### config.mk
export PLATFORM = sky130hd
export DESIGN_NAME = cset_alu
export DESIGN_NICKNAME = d
export VERILOG_FILES = /design/src/rtl/cset_alu_pkg.sv /design/src/rtl/cset_alu_opsel.sv /design/src/rtl/cset_alu_arith.sv /design/src/rtl/cset_alu_logic.sv /design/src/rtl/cset_alu_cmp.sv /design/src/rtl/cset_alu.sv
export SDC_FILE = /design/constraint.sdc
export NUM_CORES = 1
export LEC_CHECK = 0
export BUFFER_PORTS_ARGS = -buffer_cell sky130_fd_sc_hd__buf_4
export CAP_MARGIN = 40
export CORE_MARGIN = 2
export CORE_UTILIZATION = 50
export CTS_BUF_LIST = sky130_fd_sc_hd__clkbuf_8
export DETAILED_ROUTE_END_ITERATION = 10
export GPL_ROUTABILITY_DRIVEN = 1
export MAX_ROUTING_LAYER = met4
export PLACE_DENSITY_LB_ADDON = 0.08
export SYNTH_ARGS = -nofsm -noshare
export SYNTH_HDL_FRONTEND = slang
export SYNTH_SLANG_ARGS = --single-unit
### constraint.sdc
create_clock -name clk_i -period 3.5 [get_ports clk_i]
set_clock_uncertainty 0.15 [all_clocks]
set_input_delay 0.7 -clock clk_i [delete_from_list [all_inputs] [get_ports clk_i]]
set_output_delay 0.7 -clock clk_i [all_outputs]
set_load 0.01 [all_outputs]
### src/rtl/cset_alu_pkg.sv
package cset_alu_pkg;

  localparam int OP_W = 6;

  localparam logic [OP_W-1:0] OP_ADD   = 6'h00;
  localparam logic [OP_W-1:0] OP_SUB   = 6'h01;
  localparam logic [OP_W-1:0] OP_ADDI  = 6'h02;
  localparam logic [OP_W-1:0] OP_ADDIS = 6'h03;
  localparam logic [OP_W-1:0] OP_AND   = 6'h04;
  localparam logic [OP_W-1:0] OP_NOT   = 6'h0C;
  localparam logic [OP_W-1:0] OP_ANDI  = 6'h0D;
  localparam logic [OP_W-1:0] OP_XORI  = 6'h0F;
  localparam logic [OP_W-1:0] OP_ABS   = 6'h10;
  localparam logic [OP_W-1:0] OP_NABS  = 6'h11;
  localparam logic [OP_W-1:0] OP_CEQ   = 6'h14;
  localparam logic [OP_W-1:0] OP_CGE   = 6'h19;
  localparam logic [OP_W-1:0] OP_CLTU  = 6'h1A;
  localparam logic [OP_W-1:0] OP_CGEU  = 6'h1D;
  localparam logic [OP_W-1:0] OP_CIEQ  = 6'h20;
  localparam logic [OP_W-1:0] OP_CIGE  = 6'h25;
  localparam logic [OP_W-1:0] OP_CIEQU = 6'h26;
  localparam logic [OP_W-1:0] OP_CIGEU = 6'h2B;

  typedef enum logic [1:0] {U_NONE, U_ARITH, U_LOGIC, U_CMP} unit_e;
  typedef enum logic [1:0] {B_REG, B_SEXT, B_ZEXT, B_HIGH} bsel_e;

  // arith fn
  localparam logic [3:0] AF_ADD = 4'd0, AF_SUB = 4'd1, AF_ABS = 4'd2, AF_NABS = 4'd3;
  // logic fn
  localparam logic [3:0] LF_AND = 4'd0, LF_OR = 4'd1, LF_XOR = 4'd2, LF_ANDC = 4'd3,
                         LF_EQV = 4'd4, LF_NAND = 4'd5, LF_NOR = 4'd6, LF_ORC = 4'd7,
                         LF_NOT = 4'd8;
  // compare predicate fn
  localparam logic [3:0] CF_EQ = 4'd0, CF_NE = 4'd1, CF_LT = 4'd2, CF_LE = 4'd3,
                         CF_GT = 4'd4, CF_GE = 4'd5;

  typedef struct packed {
    unit_e      unit;
    bsel_e      bsel;
    logic [3:0] fn;
    logic       sgn;
  } dec_t;

  function automatic dec_t decode(input logic [OP_W-1:0] op);
    dec_t d;
    d = '{unit: U_NONE, bsel: B_REG, fn: 4'd0, sgn: 1'b0};
    if (op == OP_ADD || op == OP_SUB) begin
      d.unit = U_ARITH;
      d.fn   = (op == OP_SUB) ? AF_SUB : AF_ADD;
    end else if (op == OP_ADDI || op == OP_ADDIS) begin
      d.unit = U_ARITH;
      d.fn   = AF_ADD;
      d.bsel = (op == OP_ADDIS) ? B_HIGH : B_SEXT;
    end else if (op >= OP_AND && op <= OP_NOT) begin
      d.unit = U_LOGIC;
      d.fn   = 4'(op - OP_AND);
    end else if (op >= OP_ANDI && op <= OP_XORI) begin
      d.unit = U_LOGIC;
      d.fn   = 4'(op - OP_ANDI);
      d.bsel = B_ZEXT;
    end else if (op == OP_ABS || op == OP_NABS) begin
      d.unit = U_ARITH;
      d.fn   = (op == OP_ABS) ? AF_ABS : AF_NABS;
    end else if (op >= OP_CEQ && op <= OP_CGE) begin
      d.unit = U_CMP;
      d.fn   = 4'(op - OP_CEQ);
      d.sgn  = 1'b1;
    end else if (op >= OP_CLTU && op <= OP_CGEU) begin
      d.unit = U_CMP;
      d.fn   = 4'(op - OP_CLTU) + CF_LT;
    end else if (op >= OP_CIEQ && op <= OP_CIGE) begin
      d.unit = U_CMP;
      d.fn   = 4'(op - OP_CIEQ);
      d.sgn  = 1'b1;
      d.bsel = B_SEXT;
    end else if (op >= OP_CIEQU && op <= OP_CIGEU) begin
      d.unit = U_CMP;
      d.fn   = 4'(op - OP_CIEQU);
      d.bsel = B_ZEXT;
    end
    return d;
  endfunction

endpackage

### src/rtl/cset_alu_opsel.sv
module cset_alu_opsel
  import cset_alu_pkg::*;
#(
  parameter int DATA_W = 32,
  parameter int IMM_W  = 16
) (
  input  logic [DATA_W-1:0] b_i,
  input  logic [IMM_W-1:0]  imm_i,
  input  bsel_e             bsel_i,
  output logic [DATA_W-1:0] b_o
);
  localparam int PAD_W = DATA_W - IMM_W;

  always_comb begin
    unique case (bsel_i)
      B_SEXT:  b_o = {{PAD_W{imm_i[IMM_W-1]}}, imm_i};
      B_ZEXT:  b_o = {{PAD_W{1'b0}}, imm_i};
      B_HIGH:  b_o = {imm_i, {PAD_W{1'b0}}} >> (IMM_W > PAD_W ? IMM_W - PAD_W : 0);
      default: b_o = b_i;
    endcase
  end
endmodule

### src/rtl/cset_alu_arith.sv
module cset_alu_arith
  import cset_alu_pkg::*;
#(
  parameter int DATA_W = 32
) (
  input  logic [DATA_W-1:0] a_i,
  input  logic [DATA_W-1:0] b_i,
  input  logic [3:0]        fn_i,
  output logic [DATA_W-1:0] res_o
);
  logic              sub;
  logic [DATA_W-1:0] sum, neg_a;

  assign sub   = (fn_i == AF_SUB);
  assign sum   = a_i + (sub ? ~b_i : b_i) + DATA_W'(sub);
  assign neg_a = '0 - a_i;

  always_comb begin
    unique case (fn_i)
      AF_ADD, AF_SUB: res_o = sum;
      AF_ABS:         res_o = a_i[DATA_W-1] ? neg_a : a_i;
      AF_NABS:        res_o = a_i[DATA_W-1] ? a_i : neg_a;
      default:        res_o = '0;
    endcase
  end
endmodule

### src/rtl/cset_alu_logic.sv
module cset_alu_logic
  import cset_alu_pkg::*;
#(
  parameter int DATA_W = 32
) (
  input  logic [DATA_W-1:0] a_i,
  input  logic [DATA_W-1:0] b_i,
  input  logic [3:0]        fn_i,
  output logic [DATA_W-1:0] res_o
);
  always_comb begin
    unique case (fn_i)
      LF_AND:  res_o = a_i & b_i;
      LF_OR:   res_o = a_i | b_i;
      LF_XOR:  res_o = a_i ^ b_i;
      LF_ANDC: res_o = a_i & ~b_i;
      LF_EQV:  res_o = ~(a_i ^ b_i);
      LF_NAND: res_o = ~(a_i & b_i);
      LF_NOR:  res_o = ~(a_i | b_i);
      LF_ORC:  res_o = a_i | ~b_i;
      LF_NOT:  res_o = ~a_i;
      default: res_o = '0;
    endcase
  end
endmodule

### src/rtl/cset_alu_cmp.sv
module cset_alu_cmp
  import cset_alu_pkg::*;
#(
  parameter int DATA_W = 32
) (
  input  logic [DATA_W-1:0] a_i,
  input  logic [DATA_W-1:0] b_i,
  input  logic [3:0]        fn_i,
  input  logic              sgn_i,
  output logic [DATA_W-1:0] res_o
);
  logic eq, lt, hit;

  assign eq = (a_i == b_i);
  // flip sign bits to reuse the unsigned comparator for signed order
  assign lt = ({a_i[DATA_W-1] ^ sgn_i, a_i[DATA_W-2:0]} <
               {b_i[DATA_W-1] ^ sgn_i, b_i[DATA_W-2:0]});

  always_comb begin
    unique case (fn_i)
      CF_EQ:   hit = eq;
      CF_NE:   hit = !eq;
      CF_LT:   hit = lt;
      CF_LE:   hit = lt || eq;
      CF_GT:   hit = !lt && !eq;
      CF_GE:   hit = !lt;
      default: hit = 1'b0;
    endcase
  end

  assign res_o = {{(DATA_W-1){1'b0}}, hit};
endmodule

### src/rtl/cset_alu.sv
module cset_alu
  import cset_alu_pkg::*;
#(
  parameter int DATA_W = 32,
  parameter int IMM_W  = 16
) (
  input  logic              clk_i,
  input  logic              rst_ni,
  input  logic              valid_i,
  input  logic [OP_W-1:0]   op_i,
  input  logic [DATA_W-1:0] a_i,
  input  logic [DATA_W-1:0] b_i,
  input  logic [IMM_W-1:0]  imm_i,
  output logic              valid_o,
  output logic [DATA_W-1:0] result_o
);
  dec_t              dec;
  logic [DATA_W-1:0] b_eff, arith_res, logic_res, cmp_res, res_d;

  assign dec = decode(op_i);

  cset_alu_opsel #(.DATA_W(DATA_W), .IMM_W(IMM_W)) i_opsel (
    .b_i(b_i), .imm_i(imm_i), .bsel_i(dec.bsel), .b_o(b_eff)
  );

  cset_alu_arith #(.DATA_W(DATA_W)) i_arith (
    .a_i(a_i), .b_i(b_eff), .fn_i(dec.fn), .res_o(arith_res)
  );

  cset_alu_logic #(.DATA_W(DATA_W)) i_logic (
    .a_i(a_i), .b_i(b_eff), .fn_i(dec.fn), .res_o(logic_res)
  );

  cset_alu_cmp #(.DATA_W(DATA_W)) i_cmp (
    .a_i(a_i), .b_i(b_eff), .fn_i(dec.fn), .sgn_i(dec.sgn), .res_o(cmp_res)
  );

  always_comb begin
    unique case (dec.unit)
      U_ARITH: res_d = arith_res;
      U_LOGIC: res_d = logic_res;
      U_CMP:   res_d = cmp_res;
      default: res_d = '0;
    endcase
  end

  always_ff @(posedge clk_i or negedge rst_ni) begin
    if (!rst_ni) begin
      valid_o  <= 1'b0;
      result_o <= '0;
    end else begin
      valid_o <= valid_i;
      if (valid_i) result_o <= res_d;
    end
  end
endmodule

* Word-level counts from Yosys, hierarchy flattened *
Cells that the tools add are included.

cells by class
  add/sub/neg operators = 10
  magnitude comparators = 13
  equality and inequality tests = 20
  mux-type cells = 44
  bitwise gates (word level) = 12
  reductions and logical operators = 16

operators by type and width
  operator                                                                           number
  32-bit case mux with 3 select lines                                                3
  32-bit case mux with 9 select lines                                                1
  32-bit NOT                                                                         5
  32-bit 2-to-1 mux                                                                  3
  8-bit 2-to-1 mux                                                                   11
  32-bit bitwise AND                                                                 2
  32-bit bitwise OR                                                                  2
  32-bit by 1-bit adder with 32-bit output                                           1
  32-bit adder                                                                       1
  32-bit == test                                                                     1
  32-bit < comparator                                                                1
  1-bit by 32-bit subtractor with 32-bit output (first input constant)               1
  32-bit XOR                                                                         1
  2-bit 2-to-1 mux                                                                   11
  4-bit by 3-bit == test with 1-bit output (second input constant)                   4
  4-bit 2-to-1 mux                                                                   4
  6-bit by 2-bit == test with 1-bit output (second input constant)                   2
  6-bit by 5-bit == test with 1-bit output (second input constant)                   2
  6-bit by 5-bit >= comparator with 1-bit output (second input constant)             2
  6-bit >= comparator (second input constant)                                        2
  6-bit by 4-bit less-or-equal comparator with 1-bit output (second input constant)  2
  6-bit by 5-bit less-or-equal comparator with 1-bit output (second input constant)  2
  6-bit less-or-equal comparator (second input constant)                             2
  4-bit by 3-bit subtractor with 4-bit output (second input constant)                3
  other kinds (21)                                                                   46

storage, ports and cells
  register bits = 33
  output and inout port bits = 33
  word-level logic and storage cells = 117

* Depth between registers and ports, before layout *
  word-level depth = 26
  gate-level depth with buffers = 25

* By module *
A second synthesis with hierarchy kept.

second synthesis, totals
  cells, all modules = 1,593
  area, all modules = 11,721.2 sq um

by module, submodules not included
  module          instances  cells each  area an instance (sq um)
  cset_alu_logic  1          570         4,252.8
  cset_alu_arith  1          478         3,263.1
  cset_alu        1          290         2,321.0
  cset_alu_cmp    1          160         1,162.4
  cset_alu_opsel  1          95          721.9

* Worst setup path after synthesis *
OpenSTA, ideal clock, no wires.

  path type = input -> register
  from = in op_i[1]
  to = reg result_o[30]
  library setup time = 0.138 ns
  arrival time = 5.837 ns
  path slack = -2.625 ns
  stages = 24
  cells stage by stage = inv_1 -> ha_1 -> clkbuf_1 -> nand2_1 -> a221oi_2 -> a221oi_2 -> a311o_1 -> o22ai_1 -> or3_1 -> clkbuf_1 -> buf_1 -> xnor2_1 -> fa_1 -> a211oi_1 -> o21ai_0 -> a211oi_1 -> nand2_1 -> a221o_1 -> a22oi_1 -> o31ai_1 -> a31oi_1 -> nor3b_1 -> a31oi_1 -> o211ai_1

on the way
  longest elaborated chain between the ends = 26
  elaborated cells on any way between the ends = 95
  those cells by class = 9 x add/sub; 12 x order compare; 19 x eq/ne; 34 x mux; 9 x bitwise; 12 x reduce/logical

RTL lines
  element                                                                    RTL line                                                          RTL
  start: declaration                                                         cset_alu.sv:10                                                    input logic [OP_W-1:0] op_i,
  6-bit >= comparator or 6-bit less-or-equal comparator (tied branches)      cset_alu_pkg.sv:76                                                end else if (op >= OP_CIEQU && op <= OP_CIGEU) begin
  1-bit logical AND                                                          cset_alu_pkg.sv:76
  8-bit 2-to-1 mux                                                           cset_alu_pkg.sv:76
  8-bit 2-to-1 mux                                                           cset_alu_pkg.sv:71                                                end else if (op >= OP_CIEQ && op <= OP_CIGE) begin
  8-bit 2-to-1 mux                                                           cset_alu_pkg.sv:68                                                end else if (op >= OP_CLTU && op <= OP_CGEU) begin
  8-bit 2-to-1 mux                                                           cset_alu_pkg.sv:64                                                end else if (op >= OP_CEQ && op <= OP_CGE) begin
  8-bit 2-to-1 mux                                                           cset_alu_pkg.sv:61                                                end else if (op == OP_ABS || op == OP_NABS) begin
  8-bit 2-to-1 mux                                                           cset_alu_pkg.sv:57                                                end else if (op >= OP_ANDI && op <= OP_XORI) begin
  [10 not listed]                                                            --
  2-bit == test or 2-bit by 1-bit == test with 1-bit output (tied branches)  cset_alu_opsel.sv:15                                              unique case (bsel_i)
  32-bit case mux with 3 select lines                                        cset_alu_opsel.sv:15
  32-bit NOT                                                                 cset_alu_arith.sv:15, cset_alu_logic.sv:16, cset_alu_logic.sv:20
  32-bit 2-to-1 mux                                                          cset_alu_arith.sv:15                                              assign sum = a_i + (sub ? ~b_i : b_i) + DATA_W'(sub);
  32-bit adder                                                               cset_alu_arith.sv:15
  32-bit by 1-bit adder with 32-bit output                                   cset_alu_arith.sv:15
  32-bit case mux with 3 select lines                                        cset_alu_arith.sv:19                                              unique case (fn_i)
  32-bit case mux with 3 select lines *                                      cset_alu.sv:39                                                    unique case (dec.unit)
  end signal: assignment                                                     cset_alu.sv:53                                                    if (valid_i) result_o <= res_d;
  end: declaration                                                           cset_alu.sv:15                                                    output logic [DATA_W-1:0] result_o

Mark *: on every way between the ends. The rest lies on a longest branch, timed or not. The select of a mux whose other input is x is not followed.
A chain may end at the register's enable or synchronous reset.

* Worst setup path in the final report *
  from = in op_i[2]
  to = reg result_o[26]

Same word-level chain as after synthesis.

==> flow_summary.yaml <==
outcome:
  violations: "setup timing"
  status: "finished with violations"
detailed_routing:
  ant_nets: 0
  wl_per_cell_um: 23.1
  vias_per_cell: 6.42
  via_count: 14100
  drc_errors: 0
  first_pass_iters: 6
  wl_um: 50800
  drt_iter0_markers: 1676
logic_synthesis:
  synth_top_area_share_pct: 22.5
  synthFlopType: "dfrtp_1"
  synth_seq_cells: 33
  yosys.area.top_type: "ha_1"
  avgSynthCellArea_um2: 7.25
  syn_area_um2: 9800
  yosys.cell_types.count: 81
  synthArstFlopShare_pct: 100
  synth_edf_count: 0
  yosys_warnings: 0
  ys_seq_area_share_pct: 8.42
  syn_inst: 1353
  synth_nets: 1619
  yosys-top-cells-area: "ha_1 22%, dfrtp_1 8.4%, xnor2_1 6.5%"
sta:
  fin_crit_sh_pct: 160
  drv_slew: 0
  slew_headroom_pct: 43.9
  min_period_ns: 5.61
  finalHoldViolCount: 0
  fmax_mhz: 178
  setup_slack_ns: -2.11
  setup_viol: 32
  hold_ws_ns: 0.198
  worst_pin_slew_ns: 0.820
  grt_setup_unrepaired: "yes"
final_layout:
  mostFrequentLayoutCells: "604 x buf_4, 163 x ha_1, 126 x nor2_1"
  final_common_cell: "buf_4"
  area_growth_pct: 65.3
  postLayoutCoreUtil_pct: 83.8
  fin_nets: 2199
  fin_area_um2: 16200
  nFillCells: 1247
  final_layout_size_suffix_gt1_share_pct: 42.9
critical_path:
  end_kind: "flop"
  critPathMaxFanout: 7
  cp_cell_sequence: "buf_12 -> clkinvlp_4 -> ha_4 -> a21oi_4 -> a221oi_4 -> buf_4 -> nor4_4 -> o31ai_2 -> a221o_1 -> or3_4 -> xnor2_4 -> fa_2 -> a211oi_2 -> o21ai_2 -> a211oi_2 -> nand2_1 -> a221o_1 -> a22oi_2 -> buf_6 -> o31ai_4 -> xnor2_1 -> o22ai_1 -> a221o_1"
  start_kind: "primary input"
  crit_top_cell: "a221o_1"
  worst_path_largest_cell_delay_ns: 0.45
  arrival_ns: 5.66
  worst-setup-path-type: "in -> reg"
  cp.required_ns: 3.56
  critPathSlowestCell: "or3_4"
clock_network:
  insertion_delay_ns: 0.33
  hold_buffers: 0
  clockBufferDepth: 2
  cts_sinks: 33
  cts_tree: "built"
  h-tree-depth: 2
  path_clk_slew_ns: 0.11
  cts_root_buf: "clkbuf_8"
  numCtsBuffers: 5
power_and_ir_drop:
  p_leak_uw: 0.00773
  power.total_uw: 5080
  power_density_nw_per_um2: 314
  vdd_drop_max_mv: 0.235
grt:
  antenna_found_initial: 1
  grt_start_max_net_pins: 34
  globalRouteTotalUtil_pct: 47.2
  grt-ovfl-total: 0
  grt_pass1_vias: 13500
  grt_pass1_wl_um: 72600
floorplan:
  die_w_um: 144
  num_io_pins: 122
  die_height_um: 144
  rows: 51
  core_area_um2: 19300
  die_area_um2: 20700
  start_util_pct: 50.7
place:
  place.gp.congestion: 1.08
  hpwl_um: 38800
  dpl-instance-area_um2: 14900
  io_buffer_count: 121
  place_ws_ns: -2.63
worst_hold_path:
  hp-class: "in -> async"
run:
  cap_violations: 0
final timing paths:
check / start / end / slack (ns) / cells after the start
max reg2reg: result_o[25] / result_o[25] / 2.25 / 3
max: op_i[2] / result_o[26] / -2.11 / 23
max in group asynchronous: rst_ni / result_o[31] / 2.58 / 1
min reg2reg: result_o[10] / result_o[10] / 0.38 / 1
min: rst_ni / result_o[19] / 0.20 / 1
min in group clk_i: result_o[10] / result_o[10] / 0.38 / 1
cells in the mapped netlist, drive strengths merged (24+ instances only):
| cell | instances |
|---|---|
| nor2 | 140 |
| o22ai | 34 |
| o21ai | 90 |
| a21oi | 112 |
| dfrtp | 33 |
| inv | 78 |
| a31oi | 24 |
| clkbuf | 58 |
| nor3 | 24 |
| nand2 | 97 |
| ha | 176 |
| o221ai | 25 |
| a21o | 45 |
| a211oi | 26 |
| xnor2 | 73 |
sequential cells by signal, summed over array words and instances (netlist names):
| name | cells |
|---|---|
| valid_o | 1 |
| result_o | 32 |
cell type report:
cell class / count / area (um^2) / area share (%)
Inverter: 80 / 312 / 1.92
Sequential cell: 33 / 826 / 5.10
Multi-Input combinational cell: 1166 / 9430 / 58.2
Clock inverter: 3 / 13.8 / 0.0849
Timing Repair Buffer: 647 / 5220 / 32.2
Clock buffer: 5 / 68.8 / 0.425
Antenna cell: 1 / 2.50 / 0.0154
Tap cell: 265 / 332 / 2.05
cells by family (layout without fill, tap and decap cells):
| family | after synthesis | count (layout) | share of synthesized area (%) |
|---|---|---|---|
| fa+ha+maj | 177 | 177 | 22.7 |
| flops | 33 | 33 | 8.42 |
| simple gates | 382 | 382 | 18.3 |
| other cells | 0 | 1 | 0 |
| xor+xnor | 81 | 81 | 7.24 |
| compound gates | 504 | 504 | 35.0 |
| buf+inv | 154 | 735 | 6.09 |
| mux | 22 | 22 | 2.28 |
per-layer routing:
metal | vias to the layer above | wire length [um] | track usage, %
met4 | 0 | 3970 | 27.5
li1 | 6186 | - | -
met3 | 351 | 6040 | 11.8
met5 | - | 0 | -
met1 | 6524 | 18800 | 55.5
met2 | 1060 | 22000 | 73.4
worst max-delay path, delay by kind of cell:
kind	cells	cell delay [ns]
AO/OA/AOI/OAI	12	2.48
XOR/XNOR	2	0.39
adder cells (fa/ha/maj)	2	0.64
buffers and inverters	4	0.56
AND/OR/NAND/NOR	3	0.90
where the power goes:
part           internal [uW]  switching [uW]  total (uW)
registers                417            24.6         442
logic                   2070            2220        4290
clock network            136             214         350
through the flow:
step | setup TNS (ns) | cells
5_1_grt | -57.45 | 2200
3_3_place_gp | -66.44 | 2159
3_5_place_dp | -67.96 | 2159
4_1_cts | -50.94 | 2178
6_report | -52.99 | 2200
2_1_floorplan | -47.19 | 1353
what timing repair did:
item,4_1_cts,5_1_grt
resized for setup,82,112
setup endpoints to repair,32,32
cloned,0,1
pin swaps,46,66
setup buffers,11,20
Power figures use the tool's default switching activity.
